===== config.mk =====
export PLATFORM = sky130hd
export DESIGN_NAME = awake_ctrl_top
export DESIGN_NICKNAME = d
export VERILOG_FILES = /design/src/rtl/awk_pkg.sv /design/src/rtl/awk_ctrl.sv /design/src/rtl/awk_datapath.sv /design/src/rtl/awk_irq_map.sv /design/src/rtl/awake_ctrl_top.sv
export SDC_FILE = /design/constraint.sdc
export NUM_CORES = 1
export LEC_CHECK = 0
export BUFFER_PORTS_ARGS = -buffer_cell sky130_fd_sc_hd__buf_2
export CORE_AREA = 2 2 39 41
export CTS_BUF_LIST = sky130_fd_sc_hd__clkbuf_2 sky130_fd_sc_hd__clkbuf_4 sky130_fd_sc_hd__clkbuf_8
export DETAILED_ROUTE_END_ITERATION = 10
export DIE_AREA = 0 0 41 43
export GPL_ROUTABILITY_DRIVEN = 0
export GPL_TIMING_DRIVEN = 0
export HOLD_SLACK_MARGIN = 0.12
export SLEW_MARGIN = 20
export SYNTH_ARGS = -nofsm -noshare
export SYNTH_HDL_FRONTEND = slang
export SYNTH_HIERARCHICAL = 1
export SYNTH_SLANG_ARGS = --single-unit

===== constraint.sdc =====
create_clock -name clk -period 2.63 [get_ports clk]
set_clock_uncertainty 0.05 [all_clocks]
set_input_delay 0.1315 -clock clk [delete_from_list [all_inputs] [get_ports clk]]
set_output_delay 0.1315 -clock clk [all_outputs]
set_load 0.005 [all_outputs]

===== src/rtl/awk_pkg.sv =====
package awk_pkg;
  localparam int unsigned SRC_COUNT = 3;
  localparam int unsigned SRC_ACT   = 0;
  localparam int unsigned SRC_INACT = 1;
  localparam int unsigned SRC_AWAKE = 2;

  typedef enum logic [1:0] {
    MODE_FREE   = 2'b00,
    MODE_LINKED = 2'b01,
    MODE_LOOP   = 2'b10,
    MODE_LOOP2  = 2'b11
  } awkMode_e;

  typedef struct packed {
    logic setAwake;
    logic clrAwake;
    logic setAct;
    logic setInact;
    logic dropAct;
    logic dropInact;
  } awkStrobe_t;
endpackage


===== src/rtl/awk_ctrl.sv =====
module awk_ctrl
  import awk_pkg::*;
(
  input  logic       clk,
  input  logic       rstN,
  input  logic [1:0] modeSel,
  input  logic       actPulse,
  input  logic       inactPulse,
  input  logic       clrStrobe,
  input  logic       awakeNow,
  output awkStrobe_t stb
);
  awkMode_e mode;
  logic gated, loopOn, actSeen, inactSeen;

  assign mode   = awkMode_e'(modeSel);
  assign gated  = (mode != MODE_FREE);
  assign loopOn = (mode == MODE_LOOP) || (mode == MODE_LOOP2);

  always_comb begin
    actSeen   = actPulse   && (!gated || !awakeNow);
    inactSeen = inactPulse && (!gated ||  awakeNow);
    stb.setAwake  = actSeen;
    stb.clrAwake  = inactSeen;
    stb.setAct    = actSeen;
    stb.setInact  = inactSeen;
    stb.dropAct   = clrStrobe || (loopOn && inactSeen);
    stb.dropInact = clrStrobe || (loopOn && actSeen);
  end

  // gated modes never raise both events in one cycle
  p_gated_single_r6: assert property (@(posedge clk) disable iff (!rstN)
    gated |-> !(stb.setAct && stb.setInact));
endmodule


===== src/rtl/awk_datapath.sv =====
module awk_datapath
  import awk_pkg::*;
(
  input  logic       clk,
  input  logic       rstN,
  input  awkStrobe_t stb,
  output logic       awakeQ,
  output logic       actQ,
  output logic       inactQ
);
  always_ff @(posedge clk) begin
    if (!rstN) begin
      awakeQ <= 1'b1;
      actQ   <= 1'b0;
      inactQ <= 1'b0;
    end else begin
      if (stb.setAwake)      awakeQ <= 1'b1;
      else if (stb.clrAwake) awakeQ <= 1'b0;
      actQ   <= stb.setAct   | (actQ   & ~stb.dropAct);
      inactQ <= stb.setInact | (inactQ & ~stb.dropInact);
    end
  end

  p_act_wakes_r2: assert property (@(posedge clk) disable iff (!rstN)
    stb.setAwake |=> (awakeQ && actQ));
  p_inact_sleeps_r3: assert property (@(posedge clk) disable iff (!rstN)
    (stb.clrAwake && !stb.setAwake) |=> (!awakeQ && inactQ));
endmodule


===== src/rtl/awk_irq_map.sv =====
module awk_irq_map #(
  parameter int unsigned NUM_SRC = 3
) (
  input  logic [NUM_SRC-1:0] srcVec,
  input  logic [NUM_SRC-1:0] mapMask,
  input  logic               invert,
  output logic               pinOut
);
  assign pinOut = (|(srcVec & mapMask)) ^ invert;
endmodule


===== src/rtl/awake_ctrl_top.sv =====
module awake_ctrl_top
  import awk_pkg::*;
#(
  parameter int unsigned NUM_IRQ = 2,
  localparam int unsigned MAP_W = NUM_IRQ * SRC_COUNT
) (
  input  logic               clk,
  input  logic               rstN,
  input  logic [1:0]         modeSel,
  input  logic               actPulse,
  input  logic               inactPulse,
  input  logic               clrStrobe,
  input  logic [MAP_W-1:0]   irqMap,
  input  logic [NUM_IRQ-1:0] irqInvert,
  output logic               awake,
  output logic               actFlag,
  output logic               inactFlag,
  output logic [NUM_IRQ-1:0] irqOut
);
  awkStrobe_t stb;
  logic [SRC_COUNT-1:0] srcVec;

  awk_ctrl ctrl_i (
    .clk(clk), .rstN(rstN), .modeSel(modeSel), .actPulse(actPulse),
    .inactPulse(inactPulse), .clrStrobe(clrStrobe), .awakeNow(awake), .stb(stb)
  );

  awk_datapath dp_i (
    .clk(clk), .rstN(rstN), .stb(stb),
    .awakeQ(awake), .actQ(actFlag), .inactQ(inactFlag)
  );

  always_comb begin
    srcVec = '0;
    srcVec[SRC_ACT]   = actFlag;
    srcVec[SRC_INACT] = inactFlag;
    srcVec[SRC_AWAKE] = awake;
  end

  for (genvar p = 0; p < NUM_IRQ; p++) begin : g_pin
    awk_irq_map #(.NUM_SRC(SRC_COUNT)) map_i (
      .srcVec(srcVec),
      .mapMask(irqMap[p*SRC_COUNT +: SRC_COUNT]),
      .invert(irqInvert[p]),
      .pinOut(irqOut[p])
    );
  end

  p_hold_flag_r5: assert property (@(posedge clk) disable iff (!rstN)
    (!modeSel[1] && !clrStrobe && actFlag) |=> actFlag);
  p_linked_gate_r6: assert property (@(posedge clk) disable iff (!rstN)
    (modeSel == 2'b01 && awake && actPulse && !inactPulse && !clrStrobe)
      |=> ($stable(actFlag) && awake));
  p_loop_clear_r7: assert property (@(posedge clk) disable iff (!rstN)
    (modeSel[1] && !awake && actPulse) |=> (awake && actFlag && !inactFlag));
  p_awake_level_r8: assert property (@(posedge clk) disable iff (!rstN)
    (irqMap[2:0] == 3'b100 && !irqInvert[0]) |-> (irqOut[0] == awake));
endmodule


# Word-level counts from Yosys, hierarchy flattened
# Index checks and enable logic that the tools add are counted.
[classes] bitwise_logic=11 n_eq_ne=2 reduce_logical=15
[ops] cell="AND 3 bit" n=2
[ops] cell="OR reduction 3 bit" n=2
[ops] cell="logical OR 1 bit" n=5
[ops] cell="equality test 2 bit (second input constant)" n=2
[ops] cell="logical AND 1 bit" n=4
[ops] cell="NOT 1 bit" n=3
[ops] cell="AND 1 bit" n=2
[ops] cell="zero test 1 bit" n=2
[ops] cell="bitwise OR 1 bit" n=2
[ops] cell="nonzero test 2 bit" n=1
[ops] cell="OR reduction 2 bit" n=1
[ops] cell="bitwise XOR 1 bit" n=2
[totals] elab_cells=31 register_bits=3 input_bits=15

# Longest topological paths before layout
# Gate-level depths: netlist of the first run.
[logic_depth] ltp_word=9 mapped_depth=5 depth_no_buf=4

# Hierarchy
# The synthesis of the first run kept the hierarchy.
[by_module_without_submodules] mod="awk_datapath" instances=1 cells_per_inst=9 area_per_inst_um2=116.4
[by_module_without_submodules] mod="awk_ctrl" instances=1 cells_per_inst=10 area_per_inst_um2=70.1
[by_module_without_submodules] mod="awk_irq_map" instances=2 cells_per_inst=2 area_per_inst_um2=18.8

# Worst setup path before layout of the first run
# No wires, ideal clock.
[synth_timing] path_type="reg2reg" start="register dp_i.awakeQ" end="register dp_i.actQ" path_stages_with_launch=5 t_arrival_ns=0.945 path_slack_ns=1.520 period_less_slack_ns=1.110 cell_sequence="dfxtp_1 > inv_1 > o21a_1 > buf_4 > o21a_1"
[synth_rtl] item="start: declaration" line_no="awk_datapath.sv:7" text="output logic awakeQ,"
[synth_rtl] item="start signal: assignment" line_no="awk_datapath.sv:13" text="awakeQ <= 1'b1;"
[synth_rtl] item="start signal: assignment" line_no="awk_datapath.sv:17" text="if (stb.setAwake) awakeQ <= 1'b1;"
[synth_rtl] item="start signal: assignment" line_no="awk_datapath.sv:18" text="else if (stb.clrAwake) awakeQ <= 1'b0;"
[synth_rtl] item="zero test 1 bit" line_no="awk_ctrl.sv:21" text="actSeen = actPulse && (!gated || !awakeNow);"
[synth_rtl] item="logical OR 1 bit" line_no="awk_ctrl.sv:21"
[synth_rtl] item="logical AND 1 bit" line_no="awk_ctrl.sv:21"
[synth_rtl] item="named net ctrl_i.actSeen" line_no="awk_ctrl.sv:14" text="logic gated, loopOn, actSeen, inactSeen;"
[synth_rtl] item="bitwise OR 1 bit" line_no="awk_datapath.sv:19" text="actQ <= stb.setAct | (actQ & ~stb.dropAct);"
[synth_rtl] item="end signal: assignment" line_no="awk_datapath.sv:19"
[synth_rtl] item="end: declaration" line_no="awk_datapath.sv:8" text="output logic actQ,"
# The timed path passes the listed nets, and every way through them passes these cells.
# A chain may end at the register's enable or synchronous reset.

# Worst setup path in the final report of the first run
[layout_timing] start="register dp_i.awakeQ" end="output irqOut[1]"
[layout_between] elab_chain_len=3
[layout_lines] item="AND 3 bit" line_no="awk_irq_map.sv:9" text="assign pinOut = (|(srcVec & mapMask)) ^ invert;"
[layout_lines] item="OR reduction 3 bit" line_no="awk_irq_map.sv:9"
[layout_lines] item="bitwise XOR 1 bit" line_no="awk_irq_map.sv:9"
[layout_lines] item="end: declaration" line_no="awake_ctrl_top.sv:18" text="output logic [NUM_IRQ-1:0] irqOut"
# No other way between the ends.

==> flow_metrics.tcl, run 1 <==
set metrics [dict create \
    run_status "complete, no violations" \
    hold_viol 0 \
    syn-cell-area_sq_um 224 \
    synth-adder-area-share_pct 0 \
    holdPathStages 4 \
    period_minus_slack_ns 1.45 \
    ys_top_cells_by_area "sky130_fd_sc_hd__dfxtp_1 (27%), sky130_fd_sc_hd__buf_4 (13%), sky130_fd_sc_hd__o21a_1 (13%)" \
    first_global_vias 243 \
    row_count 14 \
    rr_worst_depth 4 \
    cts_made_buffers 3 \
    dp_hpwl_um 474 \
    synth_sequential_area_ratio_pct 26.8 \
    core_area_sq_um 1380 \
    synth_compound_area_share_pct 30.2 \
    critical_path.startpoint_type "flip-flop" \
    synthesis.yosys.warnings 6 \
    netlist-cell-type-count 12 \
    max_slew_margin_pct 76.4 \
    placedInstanceArea_sq_um 339 \
    post_drt_via_cell_ratio 4.03 \
    grt_usage_pct 8.32 \
    rr_endpoint "dp_i/actQ" \
    crit_type "flip-flop to output pin" \
    grt_first_pass_wirelength_um 897 \
    vdd_ir_drop_max_uv 251 \
    n_fill_cell 161 \
    p_comb_share_pct 25.5 \
    design.final.nets 63 \
    pin_count_of_the_biggest_net_entering_global_routing 8 \
    clk_pwr_share_pct 47.1 \
    mappedNetlistNets 38 \
    static-leakage-power_uw 0.000190 \
    cts.repair_timing.setup_buffer_count 0 \
    io_buffers 19 \
    cts.sink_count 3 \
    worst_setup_hold_path_clk_slew_ns 0.04 \
    min-delay-path-class "primary input to flip-flop" \
    routed_wirelength_um 573 \
    final_cycle_utilization_of_the_critical_path_pct 55.3 \
    crit_path_max_fanout 7 \
    post_detailed_route_count_of_antenna_violating_nets 0 \
    buffer_type_at_the_clock_tree_root "sky130_fd_sc_hd__clkbuf_4" \
    netlist_instances 23 \
    place.detailed.instances 58 \
    postSynthRegisterBits 3 \
    die_x_um 41 \
    htree_levels 1 \
    switchingPower_uw 47.7 \
    maxCapViolations 0 \
    slew_violations 0 \
    achievable-frequency_mhz 688 \
    cts_tree "built" \
    unrepaired_setup_endpoints_after_global_routing "false" \
    timing_worst_slew_pin_value_ns 0.353 \
    post_synth_and_or_nand_nor_area_fraction_pct 20.1 \
    antennaDiodeCount 0 \
    yosys.area_share.xor_xnor_pct 7.82 \
    worst_skew_pair.late_latency_ns 0.23 \
    detailedRoute.firstPassIterationCount 4 \
    finalCoreUtilization_pct 27.4 \
    reg2reg_setup_slack_ns 1.45 \
    source_of_the_worst_hold_timing_path "clrStrobe" \
    floorplan.initialDensity_pct 16.2 \
    cts_max_path_buffers 2 \
    min_delay_worst_endpoint "dp_i/actQ" \
    timing.critical_path.arrival_ns 1.27 \
    drt_iter0_drcs 3 \
    grt.overflow.total 0 \
    synth_top_cell_by_area "sky130_fd_sc_hd__dfxtp_1" \
    fraction_of_synthesized_cell_area_taken_by_the_top_area_cell_type_pct 26.8 \
    drive_above_1_share_pct 63.8 \
    power_density_relative_to_cell_area_nw_per_um2 521 \
    boundaryPins 20 \
    tns_ns 0 \
    timing.critical_path.to_type "output pin" \
    die_y_um 43 \
    drt-wirelength-per-cell_um 9.10 \
    placement.setup.worst_slack_ns 1.40 \
    cellInternalPower_uw 150 \
    finalSetupViolCount 0 \
    p_seq_share_pct 27.4 \
    routed-via-count 254 \
    instances_no_fill 63 \
    crit-reg2reg-launch "dp_i/awakeQ" \
    grt_antenna_before_repair 0 \
    syn-mean-instance-area_sq_um 9.74 \
    layout-area-overhead-vs-synth_pct 69.3 \
    synth_top_family_by_area "compound AO/OA/AOI/OAI gates" \
    fraction_of_power_spent_switching_nets_pct 24.2 \
    worst_ep_required_time_ns 2.45 \
    drc 0 \
    final_design_area_no_fill_sq_um 379 \
    synthMuxAreaShare_pct 0 \
    die_area_sq_um 1760 \
    setup_ws_ns 1.18 \
]
==> worst max-delay path by stage <==
stage | startpoint | end | slack, ns | depth (start not counted)
2_1_floorplan | dp_i/awakeQ | dp_i/actQ | 1.52 | 4
3_3_place_gp | dp_i/awakeQ | irqOut[0] | 1.44 | 3
3_5_place_dp | dp_i/awakeQ | irqOut[1] | 1.40 | 3
4_1_cts | dp_i/awakeQ | irqOut[1] | 1.15 | 3
5_1_grt | dp_i/awakeQ | irqOut[1] | 1.08 | 3
6_report | dp_i/awakeQ | irqOut[1] | 1.18 | 3
==> stage by stage <==
stage	hold WS [ns]	total power (uW)
2_1_floorplan	0.165	82.1
3_3_place_gp	0.304	104
3_5_place_dp	0.308	105
4_1_cts	0.288	202
5_1_grt	0.301	215
6_report	0.290	197
==> synthesized netlist by cell type <==
master / number
sky130_fd_sc_hd__buf_4: 4
sky130_fd_sc_hd__o21a_1: 4
sky130_fd_sc_hd__dfxtp_1: 3
sky130_fd_sc_hd__a222oi_1: 2
sky130_fd_sc_hd__nor2b_4: 2
sky130_fd_sc_hd__xnor2_1: 2
sky130_fd_sc_hd__a31o_1: 1
sky130_fd_sc_hd__a31o_2: 1
sky130_fd_sc_hd__inv_1: 1
sky130_fd_sc_hd__nand2b_1: 1
sky130_fd_sc_hd__nand3b_1: 1
sky130_fd_sc_hd__nor2_1: 1
==> final cells by class <==
class,count,area [sq um],area share [%]
Multi-Input combinational cell,15,130,34.3
Timing Repair Buffer,20,105,27.7
Sequential cell,3,60.1,15.8
Clock buffer,4,30.0,7.92
Buffer,4,30.0,7.92
Tap cell,16,20.0,5.28
Inverter,1,3.75,0.990
==> worst max-delay path, cell delays in order, from the launching register on <==
cell                       delay [ns]
sky130_fd_sc_hd__dfxtp_1         0.36
sky130_fd_sc_hd__a222oi_1        0.39
sky130_fd_sc_hd__xnor2_1         0.16
sky130_fd_sc_hd__buf_2           0.13
==> kinds of logic (layout without fill, tap and decap cells) <==
kind of cell           count (synthesis)  in the layout
buffers and inverters                  5             29
XOR/XNOR                               2              2
AND/OR/NAND/NOR                        5              5
AO/OA/AOI/OAI                          8              8
flip-flops                             3              3
==> registers in the layout (all words and copies together), names as in the netlist <==
name         count
dp_i/inactQ      1
dp_i/actQ        1
dp_i/awakeQ      1
==> layer usage <==
layer	track usage (%)	vias up	part of all wire, %
li1	-	130	-
met1	7.05	114	40
met2	11.6	10	49
met3	9.42	0	11
met4	4.00	0	0
met5	0	-	0
==> placed cells by master (no fill, tap or decap) <==
master / instances
sky130_fd_sc_hd__nor2_1: 1
sky130_fd_sc_hd__nand2b_1: 1
sky130_fd_sc_hd__nand3b_1: 1
sky130_fd_sc_hd__inv_1: 1
sky130_fd_sc_hd__clkbuf_4: 4
sky130_fd_sc_hd__a222oi_1: 2
sky130_fd_sc_hd__dfxtp_1: 3
sky130_fd_sc_hd__buf_4: 4
sky130_fd_sc_hd__nor2b_4: 2
sky130_fd_sc_hd__a31o_2: 1
sky130_fd_sc_hd__o21a_1: 4
sky130_fd_sc_hd__a31o_1: 1
sky130_fd_sc_hd__xnor2_1: 2
sky130_fd_sc_hd__dlygate4sd3_1: 1
sky130_fd_sc_hd__buf_2: 19
==> power groups by stage <==
stage | Clock, uW | Combinational [uW] | Sequential, uW
floorplan | 0 | 28.0 | 54.2
global placement | 0 | 49.6 | 54.7
detailed placement | 0 | 50.0 | 55.0
CTS | 96.6 | 51.3 | 54.2
global route | 104 | 55.7 | 55.2
finish | 92.9 | 50.4 | 54.1
==> timing repair <==
| item | in CTS | in global routing |
|---|---|---|
| gates resized for setup | 0 | 0 |
| endpoints found under the hold margin | 3 | 0 |
| hold buffers | 1 | 0 |
(Power assumes the default switching activity.)
==> inputs of run 2 (changes only) <==
--- a/config.mk
+++ b/config.mk
@@ -5,6 +5,7 @@
 export SDC_FILE = /design/constraint.sdc
 export NUM_CORES = 1
 export LEC_CHECK = 0
+export ABC_AREA = 1
 export BUFFER_PORTS_ARGS = -buffer_cell sky130_fd_sc_hd__buf_2
 export CORE_AREA = 2 2 39 41
 export CTS_BUF_LIST = sky130_fd_sc_hd__clkbuf_2 sky130_fd_sc_hd__clkbuf_4 sky130_fd_sc_hd__clkbuf_8
==> constraint.sdc (replaced) <==
create_clock -name clk -period 1.39 [get_ports clk]
set_clock_uncertainty 0.05 [all_clocks]
set_input_delay 0.0695 -clock clk [delete_from_list [all_inputs] [get_ports clk]]
set_output_delay 0.0695 -clock clk [all_outputs]
set_load 0.005 [all_outputs]
==> run 2 against run 1 <==
Sequential share of layout area shrank 1.4 points. Worst setup slack lost 0.95 ns. Power grew 86%. Die area did not move. Critical endpoint unchanged. Synthesized cell count is 96% higher. Sequential power is 89% higher. Sequential cell count is the same. Critical path depth rose by 2. Clock-buffer cell count unchanged. Wire length grew 13%. Cell area is 9.9% higher.
==> flow_metrics.tcl, run 2 <==
set metrics [dict create \
    run_status "complete, no violations" \
    post_synth_and_or_nand_nor_area_fraction_pct 38.8 \
    syn-cell-area_sq_um 262 \
    worst_setup_hold_path_clk_slew_ns 0.04 \
    cts.repair_timing.setup_buffer_count 0 \
    n_fill_cell 154 \
    drt_iter0_drcs 2 \
    post_detailed_route_count_of_antenna_violating_nets 0 \
    netlist-cell-type-count 11 \
    crit_type "flip-flop to output pin" \
    slew_violations 0 \
    postSynthRegisterBits 3 \
    crit-reg2reg-launch "dp_i/awakeQ" \
    die_x_um 41 \
    antennaDiodeCount 0 \
    period_minus_slack_ns 1.16 \
    floorplan.initialDensity_pct 18.9 \
    cts_resized 0 \
    grt.overflow.total 0 \
    synth_top_family_by_area "simple AND/OR/NAND/NOR gates" \
    cts_hold_buffers 1 \
    timing.critical_path.arrival_ns 1.04 \
    finalCoreUtilization_pct 30.1 \
    core_area_sq_um 1380 \
    vdd_ir_drop_max_uv 291 \
    design.final.nets 85 \
    buffer_type_at_the_clock_tree_root "sky130_fd_sc_hd__clkbuf_4" \
    cts_tree "built" \
    startpoint_of_the_worst_setup_timing_path "dp_i/awakeQ" \
    share_of_async_settable_or_async_resettable_flops_after_synthesis_pct 0 \
    timing_worst_slew_pin_value_ns 0.223 \
    hold_viol 0 \
    synth-main-ff-cell "sky130_fd_sc_hd__dfxtp_1" \
    drc 0 \
    placement.setup.worst_slack_ns 0.280 \
    detailedRoute.firstPassIterationCount 2 \
    syn-mean-instance-area_sq_um 5.81 \
    synth.most_common_cell "sky130_fd_sc_hd__nand2_1" \
    placedInstanceArea_sq_um 377 \
    ys_top_cells_by_area "sky130_fd_sc_hd__dfxtp_1 (23%), sky130_fd_sc_hd__nand2_1 (20%), sky130_fd_sc_hd__inv_1 (14%)" \
    grt_antenna_before_repair 0 \
    final_cycle_utilization_of_the_critical_path_pct 83.7 \
    io_buffers 19 \
    post_drt_via_cell_ratio 3.81 \
    fraction_of_synthesized_cell_area_taken_by_the_top_area_cell_type_pct 23.0 \
    die_y_um 43 \
    drive_above_1_share_pct 42.0 \
    layout_top_registers "dp_i/actQ: 1 flops, dp_i/awakeQ: 1 flops, dp_i/inactQ: 1 flops" \
    setup_ws_ns 0.226 \
    cts.sink_count 3 \
    crit_path_max_fanout 6 \
    unrepaired_setup_endpoints_after_global_routing "false" \
    boundaryPins 20 \
    synth_compound_area_share_pct 12.4 \
    source_of_the_worst_hold_timing_path "clrStrobe" \
    htree_levels 1 \
    netlist_instances 45 \
    layout-area-overhead-vs-synth_pct 59.3 \
    synth_top_cell_by_area "sky130_fd_sc_hd__dfxtp_1" \
    most_frequent_cells_in_the_layout "sky130_fd_sc_hd__buf_2 (19), sky130_fd_sc_hd__nand2_1 (14), sky130_fd_sc_hd__inv_1 (10)" \
    drt-wirelength-per-cell_um 7.64 \
    most_frequent_cells_after_synthesis "sky130_fd_sc_hd__nand2_1 (14), sky130_fd_sc_hd__inv_1 (10), sky130_fd_sc_hd__buf_4 (4), sky130_fd_sc_hd__nand3_1 (4), sky130_fd_sc_hd__dfxtp_1 (3)" \
    max_slew_margin_pct 85.1 \
    finalSetupViolCount 0 \
    synth-adder-area-share_pct 0 \
    yosys.area_share.xor_xnor_pct 0 \
    worst_skew_pair.late_latency_ns 0.23 \
    achievable-frequency_mhz 859 \
    worst_ep_required_time_ns 1.27 \
    timing.critical_path.to_type "output pin" \
    final_design_area_no_fill_sq_um 417 \
    static-leakage-power_uw 0.000262 \
    tns_ns 0 \
    pin_count_of_the_biggest_net_entering_global_routing 7 \
    min-delay-path-class "primary input to flip-flop" \
    die_area_sq_um 1760 \
    grt_first_pass_wirelength_mm 1.07 \
    mostFrequentLayoutCell "sky130_fd_sc_hd__buf_2" \
    grt_usage_pct 9.24 \
    synthMuxAreaShare_pct 0 \
    maxCapViolations 0 \
    synth-edff-count 0 \
    first_global_vias 312 \
    cts_max_path_buffers 2 \
    mappedNetlistNets 60 \
    critical_path.startpoint_type "flip-flop" \
    synth_sequential_area_ratio_pct 23.0 \
    routed-via-count 324 \
    routed_wirelength_um 649 \
    synthesis.yosys.warnings 6 \
    hold_ws_ns 0.138 \
    row_count 14 \
    cts_made_buffers 3 \
    power_density_relative_to_cell_area_nw_per_um2 884 \
]
## run 2: worst paths after layout
path,to,slack (ns),cells after the start
worst min register to register,dp_i/inactQ,0.45,2
worst min-delay path,dp_i/inactQ,0.14,6
worst max-delay path,irqOut[1],0.23,5
worst max register to register,dp_i/awakeQ,0.28,5
## run 2: routing by layer
| metal | vias up | part of all wire (%) | global-route usage, % |
|---|---|---|---|
| met5 | - | 0 | 0 |
| met4 | 0 | 0.92 | 6.00 |
| met3 | 2 | 11 | 4.71 |
| met2 | 17 | 40 | 13.4 |
| met1 | 122 | 47 | 9.97 |
| li1 | 183 | - | - |
## run 2: layout make-up
type                    count  area, sq um  area share, %
repair buffers             20          105           25.2
flip-flops and latches      3         60.1           14.4
clock buffers               4         30.0           7.21
multi-input cells          28          134           32.1
plain buffers               4         30.0           7.21
well taps                  16         20.0           4.80
inverters                  10         37.5           9.01
## run 2: cells by family (layout without fill, tap and decap cells)
| family | count (synthesis) | count (layout) |
|---|---|---|
| buffers and inverters | 14 | 38 |
| and+or+nand+nor | 23 | 23 |
| DFF | 3 | 3 |
| AOI/OAI and AO/OA | 5 | 5 |
## run 2: through the flow
stage,power (uW),cells
6_report,368,85
5_1_grt,401,85
4_1_cts,378,85
3_5_place_dp,199,80
3_3_place_gp,197,80
2_1_floorplan,156,45
## run 2: critical path, stage by stage (launching register included)
cell and delay, ns:
sky130_fd_sc_hd__dfxtp_1 0.43, sky130_fd_sc_hd__nand2_1 0.11, sky130_fd_sc_hd__nand3_1 0.08, sky130_fd_sc_hd__nand2_1 0.05
sky130_fd_sc_hd__nand2_1 0.05, sky130_fd_sc_hd__buf_2 0.10
## run 2: power breakdown
part | leakage, uW | switching [uW] | internal, uW | total, uW
Combinational | 0.000218 | 41.9 | 54.8 | 96.7
Sequential | 0.0000249 | 8.87 | 93.4 | 102
Clock | 0.0000184 | 42.3 | 127 | 169
Total | 0.000262 | 93.1 | 275 | 368
==> inputs of run 3 (changes only) <==
==> constraint.sdc (replaced) <==
create_clock -name clk -period 1 [get_ports clk]
set_clock_uncertainty 0.05 [all_clocks]
set_input_delay 0.05 -clock clk [delete_from_list [all_inputs] [get_ports clk]]
set_output_delay 0.05 -clock clk [all_outputs]
set_load 0.005 [all_outputs]
==> run 3 against run 2 <==
The flow now finishes with violations (setup timing). Clock power rose by 40%. Utilization rose by 5.1 points. Sequential cell count did not move. Via count rose by 10%. Critical endpoint is now irqOut[0].
==> flow_metrics.tcl, run 3 (same netlist as run 2, synthesis figures left out) <==
set metrics [dict create \
    die_area_sq_um 1760 \
    crit_path_max_fanout 4 \
    worst_skew_pair.late_latency_ns 0.23 \
    critical_path.startpoint_type "flip-flop" \
    worst_ep_required_time_ns 0.90 \
    place.detailed.instances 80 \
    most_frequent_cells_in_the_layout "sky130_fd_sc_hd__buf_2 (19), sky130_fd_sc_hd__inv_1 (10), sky130_fd_sc_hd__nand2_1 (8), sky130_fd_sc_hd__buf_4 (6), sky130_fd_sc_hd__nand2_2 (6)" \
    final_cycle_utilization_of_the_critical_path_pct 103 \
    grt_first_pass_wirelength_um 986 \
    grt_usage_pct 8.64 \
    design.final.nets 88 \
    min-delay-path-class "primary input to flip-flop" \
    achievable-frequency_mhz 968 \
    setup_ws_ns -0.0334 \
    post_drt_via_cell_ratio 4.06 \
    totalPowerFinal_uw 547 \
    row_count 14 \
    finalCoreUtilization_pct 35.2 \
    htree_levels 1 \
    cts.sink_count 3 \
    grt.overflow.total 0 \
    static-leakage-power_uw 0.000291 \
    worst_setup_hold_path_clk_slew_ns 0.04 \
    timing.critical_path.slowest_stage_cell "sky130_fd_sc_hd__dfxtp_4" \
    drt_iter0_drcs 2 \
    post_detailed_route_count_of_antenna_violating_nets 0 \
    power_density_relative_to_cell_area_nw_per_um2 1120 \
    vdd_ir_drop_max_uv 336 \
    drt-wirelength-per-cell_um 8.10 \
    pin_count_of_the_biggest_net_entering_global_routing 7 \
    unrepaired_setup_endpoints_after_global_routing "true" \
    dp_hpwl_um 525 \
    timing.critical_path.arrival_ns 0.93 \
    io_buffers 19 \
    period_minus_slack_ns 1.03 \
    instances_no_fill 88 \
    floorplan.initialDensity_pct 18.9 \
    crit_path_max_incr_delay_ns 0.35 \
    buffer_type_at_the_clock_tree_root "sky130_fd_sc_hd__clkbuf_4" \
    layout_top_registers "dp_i/actQ: 1 flops, dp_i/awakeQ: 1 flops, dp_i/inactQ: 1 flops" \
    grt_antenna_before_repair 0 \
    mostFrequentLayoutCell "sky130_fd_sc_hd__buf_2" \
    drive_above_1_share_pct 63.9 \
    slew_violations 0 \
    timing.critical_path.to_type "output pin" \
    hold_viol 0 \
    maxCapViolations 0 \
    die_x_um 41 \
    top_delay_family_on_crit_path "flip-flops" \
    finalSetupViolCount 4 \
    routed_wirelength_um 713 \
    drc 0 \
    cts_tree "built" \
    routed-via-count 357 \
    timing.critical_path.buf_inv 1 \
    placedInstanceArea_sq_um 378 \
    crit_chain "nand2_2 > nand3_2 > nand2_1 > nand2_1 > buf_2" \
    core_area_sq_um 1380 \
    timing_worst_slew_pin_value_ns 0.128 \
    boundaryPins 20 \
    first_global_vias 297 \
    detailedRoute.firstPassIterationCount 2 \
    cts_made_buffers 3 \
    antennaDiodeCount 0 \
    crit_type "flip-flop to output pin" \
    cpMostUsedCell "sky130_fd_sc_hd__nand2_1" \
    violations "setup timing" \
    cts_max_path_buffers 2 \
    final_design_area_no_fill_sq_um 487 \
    layout-area-overhead-vs-synth_pct 86.1 \
    max_slew_margin_pct 91.4 \
    run_status "finished with violations" \
    die_y_um 43 \
]
==> run 3: layer usage <==
layer  up-vias  global-route usage, %  share of wire [%]
met2        18                   12.8                 50
met1       151                   8.71                 38
met4         0                   8.00                  0
met3         0                   3.14                 12
li1        188                      -                  -
met5         -                      0                  0
==> run 3: area by class of cell <==
cell class              instances  area, sq um
inverters                      10         37.5
clock buffers                   4         30.0
well taps                      16         20.0
fillers                       155          897
flip-flops and latches          3         68.8
repair buffers                 23          130
multi-input cells              28          170
plain buffers                   4         30.0
==> run 3: per-stage QoR <==
| stage | setup TNS, ns | setup WS, ns | hold slack [ns] |
|---|---|---|---|
| finish | -0.0845 | -0.0334 | 0.157 |
| global route | -0.341 | -0.0864 | 0.175 |
| CTS | -0.0901 | -0.0453 | 0.149 |
| detailed placement | -0.0535 | -0.0464 | 0.266 |
| global placement | -0.0407 | -0.0375 | 0.282 |
| floorplan | 0 | 0.0239 | 0.152 |
==> run 3: where the power goes <==
part           total [uW]  switching [uW]  leakage [uW]  internal, uW
clock network         236            59.4     0.0000184           176
logic                 167            70.3      0.000247          96.3
registers             144            14.4     0.0000259           130
==> run 3: timing repair <==
item | 4_1_cts | 5_1_grt
resized for setup | 14 | 2
endpoints found under the setup margin | 4 | 5
cloned | 0 | 0
hold endpoints to repair | 3 | 0
hold buffers | 2 | 0
setup buffers | 2 | 0
pin swaps | 7 | 1
==> run 3: worst paths after layout <==
check	from	end	slack (ns)	cells past startpoint
worst min register to register	dp_i/awakeQ	dp_i/awakeQ	0.46	2
worst max-delay path	dp_i/actQ	irqOut[0]	-0.03	5
worst min-delay path	inactPulse	dp_i/awakeQ	0.16	4
worst max register to register	dp_i/awakeQ	dp_i/inactQ	-0.02	6
==> run 3: worst register-to-register path: cells and delay by family, from the launching register on <==
| kind | cells | cell delay (ns) |
|---|---|---|
| flops | 1 | 0.36 |
| compound gates | 2 | 0.10 |
| simple gates | 1 | 0.15 |
| buf+inv | 3 | 0.25 |
